## src/rtl/spkr_port_pkg.sv

```systemverilog
package spkr_port_pkg;

    // Read byte bit positions (decoded by software)
    localparam int RD_GATE_BIT    = 0;
    localparam int RD_EN_BIT      = 1;
    localparam int RD_REFRESH_BIT = 4;
    localparam int RD_OUT_BIT     = 5;

    // Write byte bit positions
    localparam int WR_GATE_BIT = 0;
    localparam int WR_EN_BIT   = 1;

    typedef enum logic [1:0] {
        CTL_OFF  = 2'b00,
        CTL_GATE = 2'b01,
        CTL_DATA = 2'b10,
        CTL_BOTH = 2'b11
    } ctl_state_t;

    typedef enum logic {
        REF_LOW  = 1'b0,
        REF_HIGH = 1'b1
    } ref_state_t;

endpackage

```

## src/rtl/spkr_refresh_gen.sv

```systemverilog
module spkr_refresh_gen
    import spkr_port_pkg::*;
#(
    parameter int REF_HALF = 4096
) (
    input  logic clk,
    input  logic rst_n,
    output logic refresh
);

    localparam int CW = (REF_HALF > 2) ? $clog2(REF_HALF) : 1;
    localparam logic [CW-1:0] TERM = CW'(REF_HALF - 1);

    logic [CW-1:0] div_q;
    logic          tick;
    ref_state_t    state_q, state_d;

    assign tick = (div_q == TERM);

    always_ff @(posedge clk or negedge rst_n) begin
        if (!rst_n) begin
            div_q <= '0;
        end else if (tick) begin
            div_q <= '0;
        end else begin
            div_q <= div_q + 1'b1;
        end
    end

    // Next-state: TICK_RISE and TICK_FALL
    always_comb begin
        state_d = state_q;
        unique case (state_q)
            REF_LOW:  if (tick) state_d = REF_HIGH;
            REF_HIGH: if (tick) state_d = REF_LOW;
            default:  state_d = REF_LOW;
        endcase
    end

    always_ff @(posedge clk or negedge rst_n) begin
        if (!rst_n) begin
            state_q <= REF_LOW;
        end else begin
            state_q <= state_d;
        end
    end

    always_comb begin
        unique case (state_q)
            REF_HIGH: refresh = 1'b1;
            default:  refresh = 1'b0;
        endcase
    end

endmodule

```

## src/rtl/spkr_ctl_fsm.sv

```systemverilog
module spkr_ctl_fsm
    import spkr_port_pkg::*;
(
    input  logic       clk,
    input  logic       rst_n,
    input  logic       wr_en,
    input  logic [7:0] wr_data,
    output logic       gate,
    output logic       data_en
);

    ctl_state_t state_q, state_d;
    logic       unused_hi;

    assign unused_hi = ^wr_data[7:2];

    always_comb begin
        state_d = state_q;
        if (wr_en) begin
            unique case ({wr_data[WR_EN_BIT], wr_data[WR_GATE_BIT]})
                2'b00: state_d = CTL_OFF;
                2'b01: state_d = CTL_GATE;
                2'b10: state_d = CTL_DATA;
                2'b11: state_d = CTL_BOTH;
                default: state_d = CTL_OFF;
            endcase
        end
    end

    always_ff @(posedge clk or negedge rst_n) begin
        if (!rst_n) begin
            state_q <= CTL_OFF;
        end else begin
            state_q <= state_d;
        end
    end

    always_comb begin
        gate    = 1'b0;
        data_en = 1'b0;
        unique case (state_q)
            CTL_OFF:  begin gate = 1'b0; data_en = 1'b0; end
            CTL_GATE: begin gate = 1'b1; data_en = 1'b0; end
            CTL_DATA: begin gate = 1'b0; data_en = 1'b1; end
            CTL_BOTH: begin gate = 1'b1; data_en = 1'b1; end
            default:  begin gate = 1'b0; data_en = 1'b0; end
        endcase
    end

endmodule

```

## src/rtl/spkr_rd_mux.sv

```systemverilog
module spkr_rd_mux
    import spkr_port_pkg::*;
(
    input  logic       gate,
    input  logic       data_en,
    input  logic       refresh,
    input  logic       ch2_out,
    output logic [7:0] rd_data
);

    always_comb begin
        rd_data                 = '0;
        rd_data[RD_GATE_BIT]    = gate;
        rd_data[RD_EN_BIT]      = data_en;
        rd_data[RD_REFRESH_BIT] = refresh;
        rd_data[RD_OUT_BIT]     = ch2_out;
    end

endmodule

```

## src/rtl/spkr_port.sv

```systemverilog
module spkr_port #(
    parameter int REF_HALF = 4096
) (
    input  logic       clk,
    input  logic       rst_n,
    input  logic       wr_en,
    input  logic [7:0] wr_data,
    input  logic       ch2_out,
    output logic       ch2_gate,
    output logic [1:0] ch01_gate,
    output logic       spk_out,
    output logic [7:0] rd_data
);

    logic data_en;
    logic refresh;

    spkr_ctl_fsm u_ctl (
        .clk     (clk),
        .rst_n   (rst_n),
        .wr_en   (wr_en),
        .wr_data (wr_data),
        .gate    (ch2_gate),
        .data_en (data_en)
    );

    spkr_refresh_gen #(.REF_HALF(REF_HALF)) u_ref (
        .clk     (clk),
        .rst_n   (rst_n),
        .refresh (refresh)
    );

    spkr_rd_mux u_mux (
        .gate    (ch2_gate),
        .data_en (data_en),
        .refresh (refresh),
        .ch2_out (ch2_out),
        .rd_data (rd_data)
    );

    assign ch01_gate = 2'b11;
    assign spk_out   = ch2_out & data_en;

endmodule

```

## config.mk

```make
export PLATFORM = sky130hd
export DESIGN_NAME = spkr_port
export DESIGN_NICKNAME = d
export VERILOG_FILES = /design/src/rtl/spkr_port_pkg.sv /design/src/rtl/spkr_refresh_gen.sv /design/src/rtl/spkr_ctl_fsm.sv /design/src/rtl/spkr_rd_mux.sv /design/src/rtl/spkr_port.sv
export SDC_FILE = /design/constraint.sdc
export NUM_CORES = 1
export LEC_CHECK = 0
export BUFFER_PORTS_ARGS = -buffer_cell sky130_fd_sc_hd__buf_2
export CAP_MARGIN = 15
export CORE_AREA = 2 2 45 47
export DETAILED_ROUTE_END_ITERATION = 12
export DIE_AREA = 0 0 47 49
export MAX_ROUTING_LAYER = met4
export PLACE_DENSITY = 0.71
export SETUP_SLACK_MARGIN = 0.3
export SLEW_MARGIN = 20
export SYNTH_ARGS = -nofsm -noshare
export SYNTH_HDL_FRONTEND = slang
export SYNTH_HIERARCHICAL = 1
export SYNTH_SLANG_ARGS = --single-unit
```

## constraint.sdc

```tcl
create_clock -name clk -period 1.5 [get_ports clk]
set_clock_uncertainty 0.1 [all_clocks]
set_input_delay 0.075 -clock clk [delete_from_list [all_inputs] [get_ports clk]]
set_output_delay 0.075 -clock clk [all_outputs]
set_load 0.01 [all_outputs]
```

Word level (Yosys, flattened, before mapping)
Cells that the tools add are included.
{"block": "word_totals", "regBits": 15, "in_bits": 12, "elab_cells": 27}
{"block": "classes", "add_sub_neg": 1, "eq_ne": 7, "n_mux": 8, "bitwise_logic": 2, "n_reduce_logical": 6}
{"cell": "12-bit by 1-bit adder with 12-bit output (second input constant)", "n": 1}
{"cell": "12-bit == test (second input constant)", "n": 1}
{"cell": "12-bit 2-to-1 mux", "n": 1}
{"cell": "2-bit == test (second input constant)", "n": 4}
{"cell": "2-bit case mux with 4 select lines", "n": 1}
{"cell": "2-bit OR reduction", "n": 4}
{"cell": "1-bit case mux with 2 select lines", "n": 3}
{"cell": "2-bit by 1-bit == test with 1-bit output (second input constant)", "n": 2}
{"cell": "2-bit zero test", "n": 2}
{"cell": "1-bit 2-to-1 mux", "n": 3}
{"cell": "1-bit AND", "n": 1}
{"cell": "1-bit NOT", "n": 1}

Logic depth before layout (Yosys ltp)
{"block": "logic_depth", "ltp_word": 4, "mapped_depth": 4, "depth_no_buf": 4}

By module
The synthesis kept the hierarchy.
{"module": "spkr_refresh_gen", "n_inst": 1, "cells_each": 52, "area_per_inst_um2": 600.6, "seq_area_each_um2": 325.3}
{"module": "spkr_ctl_fsm", "n_inst": 1, "cells_each": 6, "area_per_inst_um2": 80.1, "seq_area_each_um2": 50.0}
{"module": "spkr_rd_mux", "n_inst": 1, "cells_each": 9, "area_per_inst_um2": 63.8, "seq_area_each_um2": 0.0}
{"module": "spkr_port", "n_inst": 1, "cells_each": 4, "area_per_inst_um2": 25.0, "seq_area_each_um2": 0.0}

Worst setup path before layout
Ideal clock, no wire load.
{"block": "synth_path", "kind": "register to register", "start": "reg u_ref.div_q[0]", "end": "reg u_ref.div_q[1]", "setup_time_ns": 0.120, "t_arrival_ns": 1.387, "t_required_ns": 1.280, "path_slack_ns": -0.107, "path_stages_with_launch": 5, "n_path_buf": 0, "cell_sequence": "dfrtp_1 ha_1 nand2_1 nor4_4 and2b_2"}
{"block": "synth_via", "elab_chain_cells": 2, "word_cells_on_any_way": 3}
{"item": "from (decl)", "line": "spkr_refresh_gen.sv:14", "rtl": "logic [CW-1:0] div_q;"}
{"item": "from (signal assigned)", "line": "spkr_refresh_gen.sv:26", "rtl": "div_q <= div_q + 1'b1;"}
{"item": "12-bit by 1-bit adder with 12-bit output / 12-bit == test (equally long branches)", "line": "spkr_refresh_gen.sv:26, spkr_refresh_gen.sv:18"}
{"item": "12-bit 2-to-1 mux (*)", "line": "spkr_refresh_gen.sv:23", "rtl": "end else if (tick) begin"}
Every way passes the cells marked *; elsewhere a longest branch is shown, timed or not.
A chain may end at the register's enable or synchronous reset.

Final worst setup path
{"block": "layout_path", "start": "reg u_ref.div_q[8]", "end": "reg u_ref.state_q"}
{"block": "layout_via", "elab_chain_cells": 3, "word_cells_on_any_way": 4}
{"item": "12-bit == test (*)", "line": "spkr_refresh_gen.sv:18", "rtl": "assign tick = (div_q == TERM);"}
{"item": "1-bit 2-to-1 mux, on equally long branches", "line": "spkr_refresh_gen.sv:35, spkr_refresh_gen.sv:34"}
{"item": "1-bit case mux with 2 select lines (*)", "line": "spkr_refresh_gen.sv:33", "rtl": "unique case (state_q)"}
{"item": "named net u_ref.state_d", "line": "spkr_refresh_gen.sv:16", "rtl": "ref_state_t state_q, state_d;"}
{"item": "to (signal assigned)", "line": "spkr_refresh_gen.sv:44", "rtl": "state_q <= state_d;"}
{"item": "to (decl)", "line": "spkr_refresh_gen.sv:16"}
Mark *: on every way through the listed nets, which the timed path passes. The rest lies on a longest branch.

==> impl_results.md <==
- H-tree Lvls: 1
- Register area share after synthesis: 48.8%
- IO Pins: 24
- Avg Vias per Cell: 4.94
- Status: complete, no violations
- Max Cap Violations: 0
- Post-synthesis sequential element count: 15
- CTS tree: done
- Reg clk slew, reported paths: 0.08 ns
- Post-synthesis async set-or-reset flop share: 100%
- Crit path capture type: flop
- Unique cell type count in the Yosys netlist: 26
- Post-Layout Cell Count: 122
- # rows: 16
- Peak supply drop: 0.000368 V
- Yosys warning count: 6
- Avg Cell Area, Syn: 10.8 sq um
- Final Wtd Congestion: 0.790
- Largest cells by area after synthesis: dfrtp_1 49%, buf_4 9.8%, xor2_1 6.8%
- Max Clk Rate: 688 MHz
- Startpoint types: flop
- Final period utilization: 96.9%
- Worst EP required: 1.62 ns
- Via count: 603
- Hold/Removal Path Class: in2async
- Initial antenna violation count: 0
- Total Power: 0.702 mW
- Worst hold margin: 0.107 ns
- Area growth from synthesis to layout: 40.0%
- Post-Syn Area: 769 sq um
- CP Max Fanout: 5
- Port bufs: 11
- Final hold vios: 0
- Die Y-Extent: 49 um
- HPWL Detailed: 905 um
- GRT Overall Usage: 15.1%
- PwrDens: 651 mW/mm^2
- Post-Route WL: 1530 um
- DRC violations left: 0
- Number of global-route vias before repair: 618
- Largest net degree at the start of global routing: 16
- Synth area leader: dfrtp_1
- Initial core utilization: 41.8%
- Post-synth EDFFs: 0
- Core ar.: 0.00184 sq mm
- Fraction of layout cells with a size suffix above 1: 47.4%
- Slew Viols, Final: 0
- Lkg Pwr: 0.516 nW
- CTS sink cnt: 15
- DRT Pass-1 Iters: 4
- RSZ-0062 raised after global routing: yes
- TritonCTS Buffers: 3
- Post-synth top cells: 15 x dfrtp_1, 10 x buf_4, 6 x nand3_1, 6 x xor2_1
- Antenna Violating Nets Remaining: 0
- Die Width: 47 um
- Clk Latency, worst-skew pair: 0.29 ns
- Max Root-Sink Buffers: 2
- Setup TNS: 0 ns
- Placed Cells: 107
- First-pass GRT wire length: 2410 um
- Die Area: 0.00230 sq mm
- Setup-failing EPs final: 0
- Number of inserted diodes: 0
- Share of the synthesized area in the top cell type: 48.8%
- Initial DRC Count: 11
- Tmin final: 1.45 ns
- Most common cell in the netlist: dfrtp_1
- CTS root buffer: clkbuf_4
- Synth Instances: 71
- Crit path kind: reg2reg
- Grt ovf: 0
- Drt wl/cell: 12.5 um
- Worst path arrival time: 1.57 ns
- Final net count: 109
- Most used DFF post-synth: dfrtp_1
## critical path: stages, from the launching register on
cell and delay [ns]:
dfrtp_1 0.37, nand4_1 0.21, nor4_4 0.36, buf_4 0.20, xor2_1 0.14
## power by group
group | switching [mW] | internal [mW] | total [mW]
combinational | 0.0293 | 0.0247 | 0.0540
clock | 0.132 | 0.104 | 0.235
sequential | 0.00289 | 0.409 | 0.412
total | 0.164 | 0.538 | 0.702
## sequential cells by signal (all words and copies together), names as in the netlist
register,count
u_ref/state_q,1
u_ctl/state_q,2
u_ref/div_q,12
## layout make-up
type                    instances  area (sq um)
clock buffers                   4          26.3
inverters                       2          7.51
repair buffers                 28           211
fillers                       174           764
well taps                      27          33.8
flip-flops and latches         15           377
multi-input cells              46           422
## logic make-up after synthesis
logic type | Yosys count | share of synthesized area [%]
adders and majority gates | 1 | 1.63
xor gates and xnor gates | 7 | 7.97
muxes | 2 | 2.93
other | 2 | 0.976
DFF | 15 | 48.8
buffers and inverters | 14 | 11.7
and+or+nand+nor | 21 | 18.5
AOI/OAI and AO/OA | 9 | 7.48
## routing by layer
layer  global-route usage [%]  part of all wire [%]  wire (um)
met1                     15.4                    40        607
met2                     26.0                    53        812
met3                     2.22                   5.2         80
met4                     8.33                   2.0         30
met5                        -                     0          0
## timing repair
action | in CTS | in global routing
hold endpoints to repair | 17 | 0
gates resized for setup | 6 | 16
hold buffers | 4 | 0
setup buffers | 6 | 1
pin swaps | 6 | 4
setup endpoints to repair | 9 | 11
## placed cells by master (no fill, tap or decap), types with 2 or more instances in the layout
| cell | netlist | layout |
|---|---|---|
| dfrtp_1 | 15 | 14 |
| buf_2 | 0 | 11 |
| buf_4 | 10 | 8 |
| conb_1 | 2 | 6 |
| xor2_1 | 6 | 6 |
| buf_6 | 0 | 5 |
| dlygate4sd3_1 | 0 | 4 |
| nand3_1 | 6 | 4 |
| clkbuf_4 | 0 | 3 |
| mux2_2 | 2 | 2 |
| nor3_4 | 0 | 2 |
| inv_1 | 2 | 2 |
| o21ai_0 | 3 | 2 |
| or3_1 | 2 | 2 |
## per-stage QoR
| step | worst slack [ns] | util (%) | cell area, sq um |
|---|---|---|---|
| after floorplan | -0.0150 | - | 805 |
| after global placement | 0.0889 | 46.5 | 856 |
| after detailed placement | 0.0813 | 46.5 | 856 |
| after CTS | 0.0976 | 54.2 | 998 |
| after global routing | -0.0498 | 58.5 | 1080 |
| final | 0.0470 | 58.5 | 1080 |
## path summary, 6_finish.rpt
kind / startpoint / to / slack [ns] / cells past startpoint
worst max-delay path: u_ref/div_q[8] / u_ref/state_q / 0.05 / 4
worst min-delay path: rst_n / u_ref/div_q[0] / 0.11 / 2
worst max register to register: u_ref/div_q[8] / u_ref/state_q / 0.05 / 4
worst min register to register: u_ref/state_q / u_ref/state_q / 0.37 / 1
max in group asynchronous: rst_n / u_ref/div_q[5] / 0.93 / 2
min in group clk: ch2_out / rd_data[5] / 0.25 / 2
(Power assumes the default switching activity.)
